$ cat config.mk
export PLATFORM = sky130hd
export DESIGN_NAME = link_rate_sel
export DESIGN_NICKNAME = d
export VERILOG_FILES = /design/src/rtl/link_rate_pkg.sv /design/src/rtl/lr_boundary.sv /design/src/rtl/lr_divider.sv /design/src/rtl/link_rate_sel.sv
export SDC_FILE = /design/constraint.sdc
export NUM_CORES = 1
export LEC_CHECK = 0
export ABC_AREA = 1
export BUFFER_PORTS_ARGS = -buffer_cell sky130_fd_sc_hd__buf_4
export CAP_MARGIN = 20
export CORE_AREA = 4 4 41 43
export DETAILED_ROUTE_END_ITERATION = 12
export DIE_AREA = 0 0 45 47
export PLACE_DENSITY_LB_ADDON = 0.05
export SLEW_MARGIN = 20
export SYNTH_ARGS = -nofsm -noshare
export SYNTH_HDL_FRONTEND = slang
export SYNTH_SLANG_ARGS = --single-unit
export TNS_END_PERCENT = 5
$ cat constraint.sdc
create_clock -name clk -period 1.22 [get_ports clk]
set_input_delay 0 -clock clk [delete_from_list [all_inputs] [get_ports clk]]
set_output_delay 0 -clock clk [all_outputs]
set_load 0.02 [all_outputs]
$ cat src/rtl/link_rate_pkg.sv
package link_rate_pkg;
  localparam int CODE_W = 2;
  localparam int CNT_W  = 4;

  typedef logic [CODE_W-1:0] rate_code_t;

  localparam rate_code_t RATE_SLOWEST = 2'b11;

  // Base-clock cycles per bit for each rate code.
  function automatic logic [CNT_W-1:0] rate_div(input rate_code_t code);
    case (code)
      2'b00:   rate_div = 4'd1;
      2'b01:   rate_div = 4'd2;
      2'b10:   rate_div = 4'd4;
      default: rate_div = 4'd10;
    endcase
  endfunction
endpackage

$ cat src/rtl/lr_boundary.sv
module lr_boundary
  import link_rate_pkg::*;
(
  input  logic       clk,
  input  logic       rst_n,
  input  logic       pkt_start,
  input  logic       pkt_end,
  input  rate_code_t busy_rate,
  input  rate_code_t idle_rate,
  output rate_code_t pend_next,
  output rate_code_t pend_q
);
  // Start has priority over end when both arrive together.
  always_comb begin
    if (pkt_start)    pend_next = busy_rate;
    else if (pkt_end) pend_next = idle_rate;
    else              pend_next = pend_q;
  end

  always_ff @(posedge clk) begin
    if (!rst_n) pend_q <= RATE_SLOWEST;
    else        pend_q <= pend_next;
  end

  p_pend_start_r3: assert property (@(posedge clk) disable iff (!rst_n)
    pkt_start |=> pend_q == $past(busy_rate));
  p_pend_end_r3: assert property (@(posedge clk) disable iff (!rst_n)
    (pkt_end && !pkt_start) |=> pend_q == $past(idle_rate));
  p_pend_hold_r5: assert property (@(posedge clk) disable iff (!rst_n)
    (!pkt_start && !pkt_end) |=> $stable(pend_q));
endmodule

$ cat src/rtl/lr_divider.sv
module lr_divider
  import link_rate_pkg::*;
(
  input  logic       clk,
  input  logic       rst_n,
  input  rate_code_t pend_next,
  output logic       bit_en,
  output rate_code_t cur_code
);
  logic [CNT_W-1:0] cnt_q;
  logic [CNT_W-1:0] period;
  logic             period_done;

  assign period      = rate_div(cur_code);
  assign period_done = (cnt_q == period - 4'd1);
  assign bit_en      = period_done;

  always_ff @(posedge clk) begin
    if (!rst_n) begin
      cnt_q    <= '0;
      cur_code <= RATE_SLOWEST;
    end else if (period_done) begin
      cnt_q    <= '0;
      cur_code <= pend_next;
    end else begin
      cnt_q    <= cnt_q + 4'd1;
    end
  end

  p_cnt_range_r2: assert property (@(posedge clk) disable iff (!rst_n)
    cnt_q < period);
  p_no_short_pulse_r2: assert property (@(posedge clk) disable iff (!rst_n)
    (bit_en && rate_div(pend_next) != 4'd1 && cur_code != 2'b00) |=> !bit_en);
  p_code_change_r4: assert property (@(posedge clk) disable iff (!rst_n)
    !bit_en |=> $stable(cur_code));
  p_code_load_r4: assert property (@(posedge clk) disable iff (!rst_n)
    bit_en |=> cur_code == $past(pend_next));
endmodule

$ cat src/rtl/link_rate_sel.sv
module link_rate_sel
  import link_rate_pkg::*;
(
  input  logic       clk,
  input  logic       rst_n,
  input  logic       pkt_start,
  input  logic       pkt_end,
  input  logic [1:0] busy_rate,
  input  logic [1:0] idle_rate,
  output logic       bit_en,
  output logic [1:0] rate_code
);
  rate_code_t pend_next;
  rate_code_t pend_q;
  rate_code_t cur_code;

  lr_boundary u_boundary (
    .clk       (clk),
    .rst_n     (rst_n),
    .pkt_start (pkt_start),
    .pkt_end   (pkt_end),
    .busy_rate (busy_rate),
    .idle_rate (idle_rate),
    .pend_next (pend_next),
    .pend_q    (pend_q)
  );

  lr_divider u_divider (
    .clk       (clk),
    .rst_n     (rst_n),
    .pend_next (pend_next),
    .bit_en    (bit_en),
    .cur_code  (cur_code)
  );

  assign rate_code = cur_code;

  p_out_stable_r5: assert property (@(posedge clk) disable iff (!rst_n)
    (!pkt_start && !pkt_end && pend_q == cur_code) |=> $stable(rate_code));
endmodule

==> impl_metrics.toml, run 1 <==
[die]
row_count = 13
dieArea_um2 = 2120
die_y_um = 47
die_x_um = 45
io_pins = 11
core_region_area_um2 = 1300
initial_core_util_pct = 34.8

[timing]
final-hold-violation-count = 0
finalSetupTns_ns = 0
worstMarginPinSlew_ns = 0.212
rsz0062_at_grt = "yes"
timing.final.ws_setup_ns = 0.0551
maxSlewHeadroom_pct = 85.9
slew_violations = 0
post-route-period-util_pct = 95.5
holdWs_ns = 0.00499
fmax_mhz = 858
period_minus_slack_ns = 1.16
setup_viol = 0
fin_skew_ns = 0.00244

[worst_setup_path]
worstPathMaxFanout = 8
arrival_ns = 1.16
crit_buf_inv = 3
cp-end-kind = "primary output"
crit_required_ns = 1.22
cp_top_family = "flip-flops"
cpMostUsedCell = "inv_2"
start_kind = "register"
ff2ff_path_depth = 7
critPathSlowestCell = "dfxtp_4"
reg2reg_slack_ns = 0.08
cp.depth = 6
path_cells = "inv_2, nand2_2, a21oi_2, nand3_2, inv_2, buf_6"
max_stage_delay_ns = 0.37
crit_type = "register to primary output"

[logic_synthesis]
yosysWarnings = 0
synth_seq_cells = 8
synth_commonest_cells = "nand2_1 (21), inv_1 (13), nand3_1 (11)"
yosysMostFrequentCell = "nand2_1"
synthArstFlopShare_pct = 0
synth_flop_cell = "dfxtp_1"
netlist_instances = 72
syn-cell-area_um2 = 453
yosysTopAreaCell = "dfxtp_1"
synth.distinct_cells = 14
yosys-top-cells-area = "dfxtp_1 (35%), nand2_1 (17%), nand3_1 (12%), inv_1 (11%), nor2_1 (7.5%)"
yosysTopAreaCellShare_pct = 35.4
synth_edf_count = 0
syn-num-nets = 81
synth.yosys.seq_area_share_pct = 35.4
avgSynthCellArea_um2 = 6.29

[clock_tree]
clock-sinks = 8
clockBufferDepth = 2
clk_pin_slew_ns = 0.05
insertion_delay_ns = 0.25
cts_tree = "done"
cts_buffers = 3
cts-root-buf = "clkbuf_4"
cts_max_level = 1

[global_routing]
first_global_vias = 490
grt_usage_pct = 13.1
grt_overflow = 0
grt_max_degree = 9
antenna_found_initial = 0
grt_first_pass_wirelength_mm = 1.94

[outcome]
outcome = "complete, no violations"

[layout]
stdcell_area_um2 = 663
fillers = 141
drive_gt1_share_pct = 38.0
antennaDiodeCount = 0
fin_util_pct = 51.0
synthToLayoutAreaGrowth_pct = 46.4
finalNetCount = 103
instances_no_fill = 107

[routing]
drtIter0Drc = 3
vias_per_cell = 4.56
drt-total-wl_mm = 1.04
ant_nets = 0
firstDrtPassIters = 3
num_vias = 488
drc = 0
routedWlPerCell_um = 9.73

[power_and_ir_drop]
fin_total_pwr_mw = 0.578
p_leak_nw = 0.358
p_per_area_nw_per_um2 = 871
peakVddDrop_uv = 471

[run]
maxCapViolations = 0

[worst_hold_path]
hold_path.class = "primary input to register"
holdPathStages = 3

[placed_design]
gp_congestion = 0.732
place_area_um2 = 549
port_buffers = 10
dp_cells = 97
dp_slack_ns = 0.0666
dp_hpwl_um = 724
## cell families after synthesis
family / after synthesis / share of synthesized area, %
AND/OR/NAND/NOR: 44 / 42.0
AO/OA/AOI/OAI: 3 / 4.14
flip-flops: 8 / 35.4
buffers and inverters: 14 / 11.9
XOR/XNOR: 2 / 3.87
adder cells (fa/ha/maj): 1 / 2.76
## routing by layer
metal / GRT usage (%) / routed length, um / vias to the layer above
met4: 13.5 / 53 / 0
met3: 4.21 / 42 / 6
met1: 14.0 / 446 / 213
met2: 19.8 / 499 / 8
li1: - / - / 261
met5: 0 / 0 / -
## final timing paths
kind | from | to
worst max-delay path | u_divider.cur_code[0] | bit_en
worst min-delay path | pkt_start | u_boundary.pend_q[1]
worst max register to register | u_divider.cur_code[0] | u_divider.cnt_q[0]
worst min register to register | u_divider.cnt_q[0] | u_divider.cnt_q[0]
## what timing repair did
item | in CTS | in global routing
hold buffers | 3 | 0
hold endpoints to repair | 4 | 0
pin swaps | 1 | 4
endpoints found under the setup margin | 1 | 7
buffers inserted | 4 | 0
gates resized for setup | 5 | 13
## state kept, by name, summed over array words and instances, names as in the netlist
register            flops
u_divider.cnt_q         4
u_boundary.pend_q       2
u_divider.cur_code      2
## report_power, final
group	internal [mW]	switching [mW]	leakage, nW
clock network	0.112	0.0834	0.0138
registers	0.272	0.0114	0.0663
logic	0.0505	0.0484	0.278
total	0.434	0.143	0.358
## worst register-to-register path, cell delays in order (launching register included)
cell and delay (ns):
dfxtp_4 0.37, inv_2 0.07, nand2_2 0.05, a21oi_2 0.14, nand3_2 0.11, buf_4 0.16
nand2_2 0.08, nor2_1 0.05
## final cells by class
type | instances | area (um2) | area share [%]
well taps | 15 | 18.8 | 2.83
inverters | 13 | 48.8 | 7.36
flip-flops and latches | 8 | 170 | 25.7
clock buffers | 3 | 22.5 | 3.40
multi-input cells | 50 | 259 | 39.1
repair buffers | 18 | 144 | 21.7
## cells in the final DEF, fill, tap and decap left out, drive strengths merged
cell type | Yosys | layout
a21oi | 1 | 1
buf | 1 | 14
clkbuf | 0 | 4
dfxtp | 8 | 8
dlygate4sd3 | 0 | 3
ha | 1 | 1
inv | 13 | 13
nand2 | 22 | 22
nand3 | 12 | 12
nor2 | 10 | 10
o21ai | 2 | 2
xnor2 | 1 | 1
xor2 | 1 | 1
(Power assumes the default switching activity.)
==> run 2, diff against run 1 <==
--- a/config.mk
+++ b/config.mk
@@ -11,6 +11,7 @@
 export CORE_AREA = 4 4 41 43
 export DETAILED_ROUTE_END_ITERATION = 12
 export DIE_AREA = 0 0 45 47
+export GPL_TIMING_DRIVEN = 0
 export PLACE_DENSITY_LB_ADDON = 0.05
 export SLEW_MARGIN = 20
 export SYNTH_ARGS = -nofsm -noshare
==> run 2 against run 1 <==
Sequential power grew 2%. Register-to-register slack lost 0.02 ns. Final cell count increased by 2.8%. Sequential share of layout area down 1.1 points. Setup slack lost 0.037 ns. Combinational power is 4.2% lower. Maximum frequency down 3.1%. Power is 1.5% higher. Clock power grew 4%. Cell area up 4.3%. Clock skew is 0.00077 ns higher. Critical endpoint unchanged. Largest power group unchanged.
==> impl_metrics.toml, run 2 (same netlist as run 1, synthesis figures left out) <==
[outcome]
outcome = "complete, no violations"

[worst_setup_path]
start_kind = "register"
crit_type = "register to primary output"
worstPathMaxFanout = 5
reg2reg_slack_ns = 0.06
arrival_ns = 1.20
ff2ff_path_depth = 9
r2r-end = "u_divider.cur_code[1]"
crit_required_ns = 1.22
cp-end-kind = "primary output"
r2r_start = "u_divider.cur_code[1]"

[global_routing]
grt_overflow = 0
grt_usage_pct = 13.2
first_global_vias = 449
grt_first_pass_wirelength_mm = 1.86
antenna_found_initial = 0
grt_max_degree = 10

[power_and_ir_drop]
p_leak_nw = 0.380
p_per_area_nw_per_um2 = 847
peakVddDrop_uv = 482

[routing]
drc = 0
drt-total-wl_mm = 1.04
ant_nets = 0
num_vias = 491
drtIter0Drc = 0
routedWlPerCell_um = 9.42
firstDrtPassIters = 1
vias_per_cell = 4.46

[clock_tree]
clockBufferDepth = 2
cts_buffers = 3
clock-sinks = 8
cts-root-buf = "clkbuf_4"
insertion_delay_ns = 0.26
cts_max_level = 1
clk_pin_slew_ns = 0.05
cts_tree = "done"

[worst_hold_path]
holdPathStages = 5
worstHoldStart = "idle_rate[0]"
hold_path.class = "primary input to register"
min_to = "u_boundary.pend_q[0]"

[layout]
top_register = "u_divider.cnt_q"
finalNetCount = 106
drive_gt1_share_pct = 34.7
largest_reg_flops = 4
reg_top3 = "u_divider.cnt_q: 4 flops, u_boundary.pend_q: 2 flops, u_divider.cur_code: 2 flops"
mostFrequentLayoutCells = "nand2_1 (18), inv_1 (12), buf_4 (12), nand3_1 (11), nor2_1 (7)"
stdcell_area_um2 = 692
synthToLayoutAreaGrowth_pct = 52.8
antennaDiodeCount = 0
fin_util_pct = 53.2
layout_commonest_cell = "nand2_1"

[placed_design]
gp_congestion = 0.726
place_area_um2 = 549
port_buffers = 10
dp_hpwl_um = 712

[timing]
maxSlewHeadroom_pct = 85.7
post-route-period-util_pct = 98.6
fmax_mhz = 832
rsz0062_at_grt = "yes"
fin_skew_ns = 0.00322
holdWs_ns = 0.0831
worstMarginPinSlew_ns = 0.214
setup_viol = 0
period_minus_slack_ns = 1.20
final-hold-violation-count = 0
slew_violations = 0

[die]
initial_core_util_pct = 34.8
io_pins = 11
dieArea_um2 = 2120
die_y_um = 47
die_x_um = 45
core_region_area_um2 = 1300
row_count = 13

[run]
maxCapViolations = 0
[run 2: what timing repair did]
action                     CTS  global route
gates resized for setup      9             8
setup buffers                3             1
hold endpoints to repair     4             0
cloned                       1             0
hold buffers                 5             0
pin swaps                    1             2
setup endpoints to repair    1             8
[run 2: per-stage QoR]
stage | setup TNS (ns) | setup slack (ns) | total power [mW] | cells
6_report | 0 | 0.0177 | 0.586 | 110
5_1_grt | -0.139 | -0.0690 | 0.632 | 110
4_1_cts | 0 | 0.000423 | 0.602 | 109
3_5_place_dp | 0 | 0.0256 | 0.372 | 97
3_3_place_gp | 0 | 0.0372 | 0.373 | 97
2_1_floorplan | 0 | 0.0181 | 0.341 | 72
[run 2: how the worst max path moves through the flow]
stage	start	endpoint	slack (ns)	cells past startpoint
detailed placement	u_divider.cur_code[0]	u_divider.cnt_q[0]	0.03	7
global placement	u_divider.cur_code[0]	u_divider.cnt_q[0]	0.04	7
finish	u_divider.cur_code[1]	bit_en	0.02	8
global route	u_divider.cur_code[1]	bit_en	-0.07	6
floorplan	u_divider.cur_code[1]	u_divider.cnt_q[0]	0.02	8
CTS	u_divider.cur_code[1]	bit_en	0.0004	7
[run 2: routing by layer]
metal | up-vias | wire length (um) | global-route usage [%]
met2 | 7 | 500 | 18.1
met4 | 0 | 35 | 10.5
met3 | 6 | 54 | 5.75
met1 | 210 | 446 | 15.9
met5 | - | 0 | 0
li1 | 268 | - | -
[run 2: area by class of cell]
class	count	area (um2)
Clock buffer	3	22.5
Fill cell	134	609
Inverter	13	48.8
Multi-Input combinational cell	50	256
Timing Repair Buffer	20	164
Tap cell	15	18.8
Buffer	1	11.3
Sequential cell	8	170
[run 2: where the power goes]
| part | internal, mW | switching [mW] |
|---|---|---|
| sequential | 0.274 | 0.0141 |
| combinational | 0.0518 | 0.0430 |
| clock | 0.113 | 0.0908 |
[run 2: critical path, stage by stage (launching register included)]
cell,delay [ns]
dfxtp_2,0.33
buf_6,0.12
nand2_2,0.05
nand2_2,0.05
inv_1,0.05
nor2_2,0.09
nand3_2,0.10
inv_2,0.06
buf_6,0.10
==> run 3, diff against run 2 <==
--- a/config.mk
+++ b/config.mk
@@ -16,5 +16,6 @@
 export SLEW_MARGIN = 20
 export SYNTH_ARGS = -nofsm -noshare
 export SYNTH_HDL_FRONTEND = slang
+export SYNTH_HIERARCHICAL = 1
 export SYNTH_SLANG_ARGS = --single-unit
 export TNS_END_PERCENT = 5
==> run 3 against run 2 <==
The flow now finishes with violations (negative setup slack). Worst hold slack got worse by 0.060 ns. Sequential share of layout area fell by 0.14 points. Utilization fell by 0.096 points. Synthesized area rose by 0.28%. Routed wire length rose by 6.1%. Cell area fell by 0.18%. Combinational power rose by 2.3%. Critical path depth did not move. Maximum frequency fell by 2.2%. Die area did not move. Largest cell class unchanged.
==> impl_metrics.toml, run 3 <==
[timing]
setup_viol = 1
worstMarginPinSlew_ns = 0.203
timing.final.ws_setup_ns = -0.00878
fin_skew_ns = 0.00392
fmax_mhz = 814
period_minus_slack_ns = 1.23
post-route-period-util_pct = 101
final-hold-violation-count = 0
rsz0062_at_grt = "yes"
holdWs_ns = 0.0233
maxSlewHeadroom_pct = 86.4
slew_violations = 0

[logic_synthesis]
synth.distinct_cells = 14
yosys-top-cells-area = "dfxtp_1 (35%), nand2_1 (17%), nand3_1 (11%), inv_1 (11%), nor2_1 (7.4%)"
yosysMostFrequentCell = "nand2_1"
synth_flop_cell = "dfxtp_1"
synth_seq_cells = 8
yosysWarnings = 6
synth_edf_count = 0
synthArstFlopShare_pct = 0
synth_commonest_cells = "nand2_1 (21), inv_1 (13), nand3_1 (10)"
syn-cell-area_um2 = 454
yosysTopAreaCell = "dfxtp_1"
avgSynthCellArea_um2 = 6.31
synth.yosys.seq_area_share_pct = 35.3
yosysTopAreaCellShare_pct = 35.3
syn-num-nets = 81
netlist_instances = 72

[clock_tree]
cts_buffers = 3
clockBufferDepth = 2
insertion_delay_ns = 0.25
cts-root-buf = "clkbuf_4"
clock-sinks = 8
cts_max_level = 1
clk_pin_slew_ns = 0.05
cts_tree = "done"

[worst_setup_path]
arrival_ns = 1.23
start_kind = "register"
crit_type = "register to primary output"
worstPathMaxFanout = 5
crit_required_ns = 1.22
cp-end-kind = "primary output"

[die]
die_x_um = 45
initial_core_util_pct = 34.9
core_region_area_um2 = 1300
dieArea_um2 = 2120
io_pins = 11
row_count = 13
die_y_um = 47

[placed_design]
gp_congestion = 0.723
port_buffers = 10
dp_cells = 97
dp_slack_ns = 0.0216
dp_hpwl_um = 756

[layout]
reg_top3 = "u_divider/cnt_q: 4 flops, u_boundary/pend_q: 2 flops, u_divider/cur_code: 2 flops"
antennaDiodeCount = 0
instances_no_fill = 108
largest_reg_flops = 4
fillers = 135
mostFrequentLayoutCells = "nand2_1 (19), buf_4 (12), inv_1 (11), nand3_1 (10), nor2_1 (6)"
layout_commonest_cell = "nand2_1"
drive_gt1_share_pct = 35.5
top_register = "u_divider/cnt_q"
synthToLayoutAreaGrowth_pct = 52.1
finalNetCount = 104

[worst_hold_path]
hold_path.class = "primary input to register"

[global_routing]
first_global_vias = 460
grt_first_pass_wirelength_mm = 1.93
grt_usage_pct = 12.9
grt_max_degree = 10
grt_overflow = 0
antenna_found_initial = 0

[routing]
ant_nets = 0
drtIter0Drc = 6
num_vias = 492
routedWlPerCell_um = 10.2
drc = 0
vias_per_cell = 4.56
drt-total-wl_mm = 1.10
firstDrtPassIters = 3

[power_and_ir_drop]
p_per_area_nw_per_um2 = 842
peakVddDrop_uv = 612
p_leak_nw = 0.374

[outcome]
violations = "negative setup slack"
outcome = "complete, but fails checks"

[run]
maxCapViolations = 0
## run 3: worst max-delay path: stages, from the launching register on
cell and delay, ns:
dfxtp_2 0.34, buf_6 0.12, nand2_2 0.05, nand2_2 0.06, inv_2 0.04, nor2_4 0.09, nand3_2 0.10, inv_2 0.06
buf_6 0.11
## run 3: stage by stage
step / TNS [ns] / area (um2) / utilization (%) / power [mW]
detailed placement: 0 / 551 / 42.3 / 0.373
global route: -0.304 / 691 / 53.1 / 0.623
finish: -0.00878 / 691 / 53.1 / 0.581
floorplan: 0 / 457 / - / 0.340
CTS: 0 / 654 / 50.3 / 0.590
global placement: 0 / 551 / 42.3 / 0.371
## run 3: timing repair
action / 4_1_cts / 5_1_grt
pin swaps: 1 / 2
hold buffers: 4 / 0
buffers inserted: 3 / 0
cloned: 1 / 0
resized for setup: 7 / 13
hold endpoints to repair: 4 / 0
setup endpoints to repair: 1 / 8
## run 3: per-layer routing
layer | track usage, % | part of all wire, %
met3 | 4.60 | 3.0
met1 | 15.5 | 45
met2 | 20.3 | 51
met5 | 0 | 0
met4 | 7.02 | 1.1
## run 3: path summary, 6_finish.rpt
path                                             from                   end  slack [ns]  depth (start not counted)
worst min register to register     u_divider/cnt_q[0]    u_divider/cnt_q[0]        0.51                          1
worst max-delay path            u_divider/cur_code[1]                bit_en      -0.009                          8
worst min-delay path                        pkt_start  u_boundary/pend_q[0]        0.02                          3
worst max register to register  u_divider/cur_code[1]    u_divider/cnt_q[3]        0.02                          9
## run 3: cell type report
cell class                      instances  area, um2  area share [%]
Tap cell                               15       18.8            2.72
Inverter                               13       48.8            7.07
Multi-Input combinational cell         50        272            39.3
Clock buffer                            3       22.5            3.26
Sequential cell                         8        169            24.5
Buffer                                  1       11.3            1.63
Timing Repair Buffer                   18        149            21.6
## run 3: cells by family (layout without fill, tap and decap cells)
kind of cell             count (synthesis)  count (layout)  synth area share [%]
AO/OA/AOI/OAI                            3               3                  3.30
AND/OR/NAND/NOR                         44              44                  43.0
adder cells (fa/ha/maj)                  1               1                  2.75
buffers and inverters                   14              35                  11.8
flip-flops                               8               8                  35.3
XOR/XNOR                                 2               2                  3.86
## run 3: power by group
part	internal (mW)	leakage [nW]	switching, mW	total (mW)
Clock	0.112	0.0138	0.0849	0.197
Sequential	0.274	0.0658	0.0136	0.287
Combinational	0.0511	0.294	0.0459	0.0970
